--- config.mk ---
export PLATFORM = sky130hd
export DESIGN_NAME = hdlc_bus_tx
export DESIGN_NICKNAME = d
export VERILOG_FILES = /design/src/rtl/hdlc_bus_pkg.sv /design/src/rtl/hdlc_frame_store.sv /design/src/rtl/hdlc_idle_hunt.sv /design/src/rtl/hdlc_arb_monitor.sv /design/src/rtl/hdlc_bus_tx.sv
export SDC_FILE = /design/constraint.sdc
export NUM_CORES = 1
export LEC_CHECK = 0
export BUFFER_PORTS_ARGS = -buffer_cell sky130_fd_sc_hd__clkbuf_2
export CORE_ASPECT_RATIO = 1.1
export CORE_MARGIN = 2
export CORE_UTILIZATION = 64
export CTS_BUF_LIST = sky130_fd_sc_hd__clkbuf_8
export DETAILED_ROUTE_END_ITERATION = 16
export PLACE_DENSITY = 0.86
export REMOVE_ABC_BUFFERS = 1
export SLEW_MARGIN = 30
export SYNTH_ARGS = -nofsm -noshare
export SYNTH_HDL_FRONTEND = slang
export SYNTH_SLANG_ARGS = --single-unit
--- constraint.sdc ---
create_clock -name clk -period 2.3 [get_ports clk]
set_input_delay 0.115 -clock clk [delete_from_list [all_inputs] [get_ports clk]]
set_output_delay 0.115 -clock clk [all_outputs]
set_load 0.01 [all_outputs]
--- src/rtl/hdlc_bus_pkg.sv ---
package hdlc_bus_pkg;
  typedef enum logic [2:0] {
    ST_LOAD,
    ST_HUNT,
    ST_OPEN,
    ST_DATA,
    ST_CLOSE,
    ST_FIN
  } tx_state_e;

  localparam logic [7:0] HDLC_FLAG = 8'h7E;
  localparam int STUFF_RUN = 5;
endpackage

--- src/rtl/hdlc_frame_store.sv ---
module hdlc_frame_store #(
  parameter int DEPTH = 16,
  parameter int AW = $clog2(DEPTH),
  parameter int LW = $clog2(DEPTH + 1)
) (
  input  logic          clk,
  input  logic          rst,
  input  logic [7:0]    wr_data,
  input  logic          wr_valid,
  input  logic          wr_sof,
  input  logic          wr_eof,
  output logic          wr_ready,
  input  logic          release_i,
  input  logic [AW-1:0] rd_addr,
  output logic [7:0]    rd_data,
  output logic [LW-1:0] frame_len,
  output logic          frame_rdy
);
  logic [7:0]    mem [DEPTH];
  logic [AW-1:0] wr_ptr;
  logic [AW-1:0] widx;
  logic          accept;
  logic          closing;

  assign accept   = wr_valid && !frame_rdy;
  assign widx     = wr_sof ? '0 : wr_ptr;
  assign closing  = wr_eof || (widx == AW'(DEPTH - 1));
  assign wr_ready = !frame_rdy;

  always_ff @(posedge clk) begin
    if (accept) mem[widx] <= wr_data;
    rd_data <= mem[rd_addr];
  end

  always_ff @(posedge clk) begin
    if (rst) begin
      frame_rdy <= 1'b0;
      wr_ptr    <= '0;
      frame_len <= '0;
    end else if (release_i) begin
      frame_rdy <= 1'b0;
    end else if (accept) begin
      if (closing) begin
        frame_rdy <= 1'b1;
        frame_len <= LW'(widx) + LW'(1);
        wr_ptr    <= '0;
      end else begin
        wr_ptr <= widx + AW'(1);
      end
    end
  end

  AST_FRAME_HELD: assert property (@(posedge clk) disable iff (rst)
    frame_rdy && !release_i |=> frame_rdy);
endmodule

--- src/rtl/hdlc_idle_hunt.sv ---
module hdlc_idle_hunt #(
  parameter int IDLE_ONES = 8,
  parameter int CW = $clog2(IDLE_ONES + 1)
) (
  input  logic clk,
  input  logic rst,
  input  logic hunt_en,
  input  logic cts,
  output logic bus_free
);
  logic [CW-1:0] ones_cnt;

  assign bus_free = hunt_en && cts && (ones_cnt == CW'(IDLE_ONES - 1));

  always_ff @(posedge clk) begin
    if (rst || !hunt_en || !cts || bus_free) ones_cnt <= '0;
    else ones_cnt <= ones_cnt + CW'(1);
  end

  AST_HUNT_BOUND: assert property (@(posedge clk) disable iff (rst)
    ones_cnt < CW'(IDLE_ONES));
endmodule

--- src/rtl/hdlc_arb_monitor.sv ---
module hdlc_arb_monitor #(
  parameter int CNT_W = 8
) (
  input  logic             clk,
  input  logic             rst,
  input  logic             live,
  input  logic             sent,
  input  logic             cts,
  output logic             lost,
  output logic             coll_pulse,
  output logic [CNT_W-1:0] coll_cnt
);
  assign lost = live && sent && !cts;

  always_ff @(posedge clk) begin
    if (rst) begin
      coll_pulse <= 1'b0;
      coll_cnt   <= '0;
    end else begin
      coll_pulse <= lost;
      if (lost) coll_cnt <= coll_cnt + CNT_W'(1);
    end
  end

  AST_COLL_STEP: assert property (@(posedge clk) disable iff (rst)
    lost |=> coll_pulse && (coll_cnt == $past(coll_cnt) + CNT_W'(1)));
endmodule

--- src/rtl/hdlc_bus_tx.sv ---
module hdlc_bus_tx
  import hdlc_bus_pkg::*;
#(
  parameter int DEPTH     = 16,
  parameter int IDLE_ONES = 8,
  parameter int CNT_W     = 8
) (
  input  logic             clk,
  input  logic             rst,
  input  logic [7:0]       in_data,
  input  logic             in_valid,
  input  logic             in_sof,
  input  logic             in_eof,
  output logic             in_ready,
  input  logic             cts,
  output logic             txd,
  output logic             done,
  output logic             coll,
  output logic [CNT_W-1:0] coll_cnt
);
  localparam int AW = $clog2(DEPTH);
  localparam int LW = $clog2(DEPTH + 1);

  tx_state_e     state;
  logic          txd_q;
  logic          live_q;
  logic          done_q;
  logic [2:0]    bit_cnt;
  logic [2:0]    ones_run;
  logic [7:0]    shreg;
  logic [LW-1:0] byte_idx;
  logic [7:0]    rd_data;
  logic [LW-1:0] frame_len;
  logic          frame_rdy;
  logic          bus_free;
  logic          lost;
  logic          release_frame;
  logic          stuff_due;

  assign release_frame = (state == ST_FIN) && !lost;
  assign stuff_due     = (ones_run == 3'(STUFF_RUN));

  hdlc_frame_store #(.DEPTH(DEPTH), .AW(AW), .LW(LW)) u_store (
    .clk       (clk),
    .rst       (rst),
    .wr_data   (in_data),
    .wr_valid  (in_valid),
    .wr_sof    (in_sof),
    .wr_eof    (in_eof),
    .wr_ready  (in_ready),
    .release_i (release_frame),
    .rd_addr   (byte_idx[AW-1:0]),
    .rd_data   (rd_data),
    .frame_len (frame_len),
    .frame_rdy (frame_rdy)
  );

  hdlc_idle_hunt #(.IDLE_ONES(IDLE_ONES)) u_hunt (
    .clk      (clk),
    .rst      (rst),
    .hunt_en  (state == ST_HUNT),
    .cts      (cts),
    .bus_free (bus_free)
  );

  hdlc_arb_monitor #(.CNT_W(CNT_W)) u_arb (
    .clk        (clk),
    .rst        (rst),
    .live       (live_q),
    .sent       (txd_q),
    .cts        (cts),
    .lost       (lost),
    .coll_pulse (coll),
    .coll_cnt   (coll_cnt)
  );

  always_ff @(posedge clk) begin
    if (rst) begin
      state    <= ST_LOAD;
      txd_q    <= 1'b1;
      live_q   <= 1'b0;
      done_q   <= 1'b0;
      bit_cnt  <= '0;
      ones_run <= '0;
      shreg    <= '0;
      byte_idx <= '0;
    end else begin
      done_q <= 1'b0;
      if (lost) begin
        state    <= ST_HUNT;
        txd_q    <= 1'b1;
        live_q   <= 1'b0;
        bit_cnt  <= '0;
        ones_run <= '0;
        byte_idx <= '0;
      end else begin
        case (state)
          ST_LOAD: if (frame_rdy) state <= ST_HUNT;
          ST_HUNT: begin
            if (bus_free) begin
              state   <= ST_OPEN;
              txd_q   <= HDLC_FLAG[0];
              live_q  <= 1'b1;
              bit_cnt <= 3'd1;
            end
          end
          ST_OPEN: begin
            txd_q   <= HDLC_FLAG[bit_cnt];
            bit_cnt <= bit_cnt + 3'd1;
            if (bit_cnt == 3'd7) begin
              state    <= ST_DATA;
              shreg    <= rd_data;
              byte_idx <= byte_idx + LW'(1);
              ones_run <= '0;
            end
          end
          ST_DATA: begin
            if (stuff_due) begin
              txd_q    <= 1'b0;
              ones_run <= '0;
            end else begin
              txd_q    <= shreg[0];
              shreg    <= shreg >> 1;
              ones_run <= shreg[0] ? ones_run + 3'd1 : 3'd0;
              bit_cnt  <= bit_cnt + 3'd1;
              if (bit_cnt == 3'd7) begin
                if (byte_idx == frame_len) begin
                  state <= ST_CLOSE;
                end else begin
                  shreg    <= rd_data;
                  byte_idx <= byte_idx + LW'(1);
                end
              end
            end
          end
          ST_CLOSE: begin
            if (stuff_due) begin
              txd_q    <= 1'b0;
              ones_run <= '0;
            end else begin
              txd_q   <= HDLC_FLAG[bit_cnt];
              bit_cnt <= bit_cnt + 3'd1;
              if (bit_cnt == 3'd7) state <= ST_FIN;
            end
          end
          ST_FIN: begin
            txd_q    <= 1'b1;
            live_q   <= 1'b0;
            done_q   <= 1'b1;
            byte_idx <= '0;
            state    <= ST_LOAD;
          end
          default: state <= ST_LOAD;
        endcase
      end
    end
  end

  assign txd  = txd_q;
  assign done = done_q;

  AST_HUNT_TXD_HIGH: assert property (@(posedge clk) disable iff (rst)
    state == ST_HUNT |-> txd_q);
  AST_LOSS_RELEASE: assert property (@(posedge clk) disable iff (rst)
    lost |=> txd_q && (state == ST_HUNT) && !done_q);
  AST_STUFF_ZERO: assert property (@(posedge clk) disable iff (rst)
    (state == ST_DATA || state == ST_CLOSE) && stuff_due && !lost |=> !txd_q);
  AST_RUN_BOUND: assert property (@(posedge clk) disable iff (rst)
    ones_run <= 3'(STUFF_RUN));
  AST_DONE_SINGLE: assert property (@(posedge clk) disable iff (rst)
    done_q |=> !done_q);
endmodule

==> flow_summary.json <==
{
  "timing.critical_path.fanout_max": 16,
  "period_needed_ns": 2.06,
  "cts_resized": 0,
  "startpoint_type": "register",
  "setup_viol": 0,
  "wl_per_cell_microns": 22.0,
  "rsz0062_at_grt": "false",
  "postSynthCellCount": 507,
  "crit_slowest_cell": "dfxtp_1",
  "clkLatencyLatePin_ns": 0.47,
  "synth_cell_types": 61,
  "path_class": "register to register",
  "worstHoldPathType": "primary input to register",
  "seqCellArea_sq_um": 4990,
  "tightest_slew_ns": 0.557,
  "netlist.area_leader.share": 0.500,
  "finalCritPeriodShare": 0.897,
  "area_growth_syn_to_layout_pct": 9.61,
  "drc": 0,
  "finalWirelength_mm": 15.6,
  "track_usage": 0.261,
  "drtIter0Drc": 500,
  "cp.required_ns": 2.68,
  "grt_pass1_vias": 4563,
  "critPathBufInv": 0,
  "path_cells": "ha_1 > ha_1 > nor2_1 > a31oi_1 > o211a_1 > nor2_1 > a211oi_1",
  "antenna_found_initial": 0,
  "cts.htree.levels": 4,
  "cts_made_buffers": 17,
  "synth_edf_count": 128,
  "grt_max_degree": 30,
  "fin_skew_ns": 0.0145,
  "gp_congestion": 0.898,
  "fp.dieW_microns": 108,
  "synth_area_per_cell_sq_um": 15.2,
  "whs_ns": 0.0638,
  "status": "finished, final reports clean",
  "final_util": 0.726,
  "synth_area_leaders": "edfxtp_1 50%, dfxtp_1 15%, mux4_2 12%",
  "worstSetupEndpointType": "register",
  "max_stage_delay_ns": 0.44,
  "synthArstFlopShare": 0,
  "ant_nets": 0,
  "row_count": 41,
  "ir_drop_mv": 0.580,
  "drive_gt1_frac": 0.217,
  "cts.clk_slew.worst_paths_ns": 0.10,
  "dieArea_sq_um": 12900,
  "worstPathArrival_ns": 2.44,
  "report.final.slew_viol_count": 0,
  "cts_tree": "built",
  "hpwl_mm": 10.6,
  "pin_count": 26,
  "routed_via_density": 6.41,
  "final-hold-violation-count": 0,
  "maxCapViolations": 0,
  "post_cts_buffers": 0,
  "nets": 570,
  "yosysSeqAreaShare": 0.649,
  "cts.sinks": 185,
  "overflow": 0,
  "postCtsHoldBufs": 4,
  "syn_area_sq_um": 7680,
  "fin_cells": 707,
  "die_h_microns": 119,
  "num_antenna_cells": 0,
  "p_per_area_nw_per_um2": 761,
  "dr.pass1.iters": 6,
  "n_fill_cell": 739,
  "ys_warn_count": 0,
  "synth_area_leader_cell": "edfxtp_1",
  "tns_ns": 0,
  "root_buffer": "clkbuf_8",
  "critPathTopFamily": "compound AO/OA/AOI/OAI gates",
  "ys_ff_latch": 185,
  "vias": 4529,
  "clockBufferDepth": 2,
  "dpl.cell_count": 671,
  "power_leakage_nw": 2.84,
  "initial_utilization": 0.663,
  "fmax_mhz": 485,
  "portBuffers": 25,
  "slew_headroom": 0.626,
  "grt_pass1_wl_mm": 24.4,
  "core_area_sq_um": 11600,
  "multi_input_area_sq_um": 2540,
  "synth_ff_type": "edfxtp_1"
}
state kept, by name, summed over array words and instances (netlist names), named ones only:
name,cells
u_store.mem,128
u_store.wr_ptr,4
live_q,1
byte_idx,5
u_store.rd_data,8
u_hunt.ones_cnt,4
done,1
txd,1
bit_cnt,3
u_arb.coll_pulse,1
u_store.frame_len,5
shreg,8
u_arb.coll_cnt,8
state,3
u_store.frame_rdy,1
ones_run,3
cells in the final DEF (no fill, tap or decap), drive strengths merged, types with 11 or more instances in the layout:
cell and count:
edfxtp 128, dfxtp 57, nor2 45, clkbuf 42, mux4 40, a21oi 24
nand2 23, inv 19, and2 16, a211oi 15, nand3 14, xor2 13
ha 12, buf 11
area by class of cell:
class / instances / area share
inverter: 10 / 0.00446
clock inverter: 15 / 0.0186
timing repair buffer: 40 / 0.0324
tap: 150 / 0.0223
clock buffer: 17 / 0.0278
sequential: 185 / 0.592
multi-input combinational: 290 / 0.302
kinds of logic after synthesis:
kind of cell,count (synthesis),synth area share
buffers and inverters,32,0.0197
adder cells (fa/ha/maj),12,0.0195
AO/OA/AOI/OAI,72,0.0671
flip-flops,185,0.649
AND/OR/NAND/NOR,138,0.0930
XOR/XNOR,19,0.0226
multiplexers,49,0.129
through the flow:
stage          total power (W)  cell area [sq um]  worst slack (ns)
3_3_place_gp           0.00429               7990             0.366
5_1_grt                0.00664               8420            0.0195
3_5_place_dp           0.00432               7990             0.310
6_report               0.00641               8420             0.236
4_1_cts                0.00642               8420             0.240
2_1_floorplan          0.00413               7570            -0.496
routing by layer:
layer	vias to the layer above	track usage	wire length (microns)
met5	-	0	0
met2	210	0.439	8120
met3	39	0.0564	995
li1	2014	-	-
met1	2266	0.329	6090
met4	0	0.108	377
worst register-to-register path, cell delays in order, from the launching register on:
cell and delay (ns):
dfxtp_1 0.44, ha_1 0.19, ha_1 0.31, nor2_1 0.12
a31oi_1 0.17, o211a_1 0.44, nor2_1 0.08, a211oi_1 0.23
Yosys cell counts, types with 2 or more instances:
cell      count
edfxtp_1    128
dfxtp_1      57
nor2_1       44
mux4_2       40
a21oi_1      23
nand2_1      23
and2_1       16
a211oi_1     15
nand3_1      14
ha_1         12
xor2_1       12
clkbuf_1     10
inv_1        10
mux2i_1       9
nand3b_1      6
o21ai_0       6
xnor2_1       6
buf_4         5
nor2b_1       5
and3_1        4
buf_2         4
nor3_1        4
a2111o_1      3
a31oi_1       3
nand2b_1      3
nand4_1       3
a21boi_0      2
and3b_1       2
buf_1         2
o21a_1        2
o21ai_1       2
or3_1         2
or4_1         2
final timing paths:
check	from	endpoint	slack (ns)	cells past startpoint
hold / removal	in_sof	u_store.frame_len[3]	0.06	4
hold reg to reg	u_hunt.ones_cnt[0]	u_hunt.ones_cnt[0]	0.47	1
setup / recovery	bit_cnt[0]	shreg[3]	0.24	7
setup reg to reg	bit_cnt[0]	shreg[3]	0.24	7
power breakdown:
group	total (W)	internal [W]	switching, W
Sequential	0.00375	0.00364	0.000105
Clock	0.00215	0.000903	0.00125
Combinational	0.000512	0.000218	0.000294
Total	0.00641	0.00476	0.00165
No activity file was read; power rests on OpenSTA's default activity.
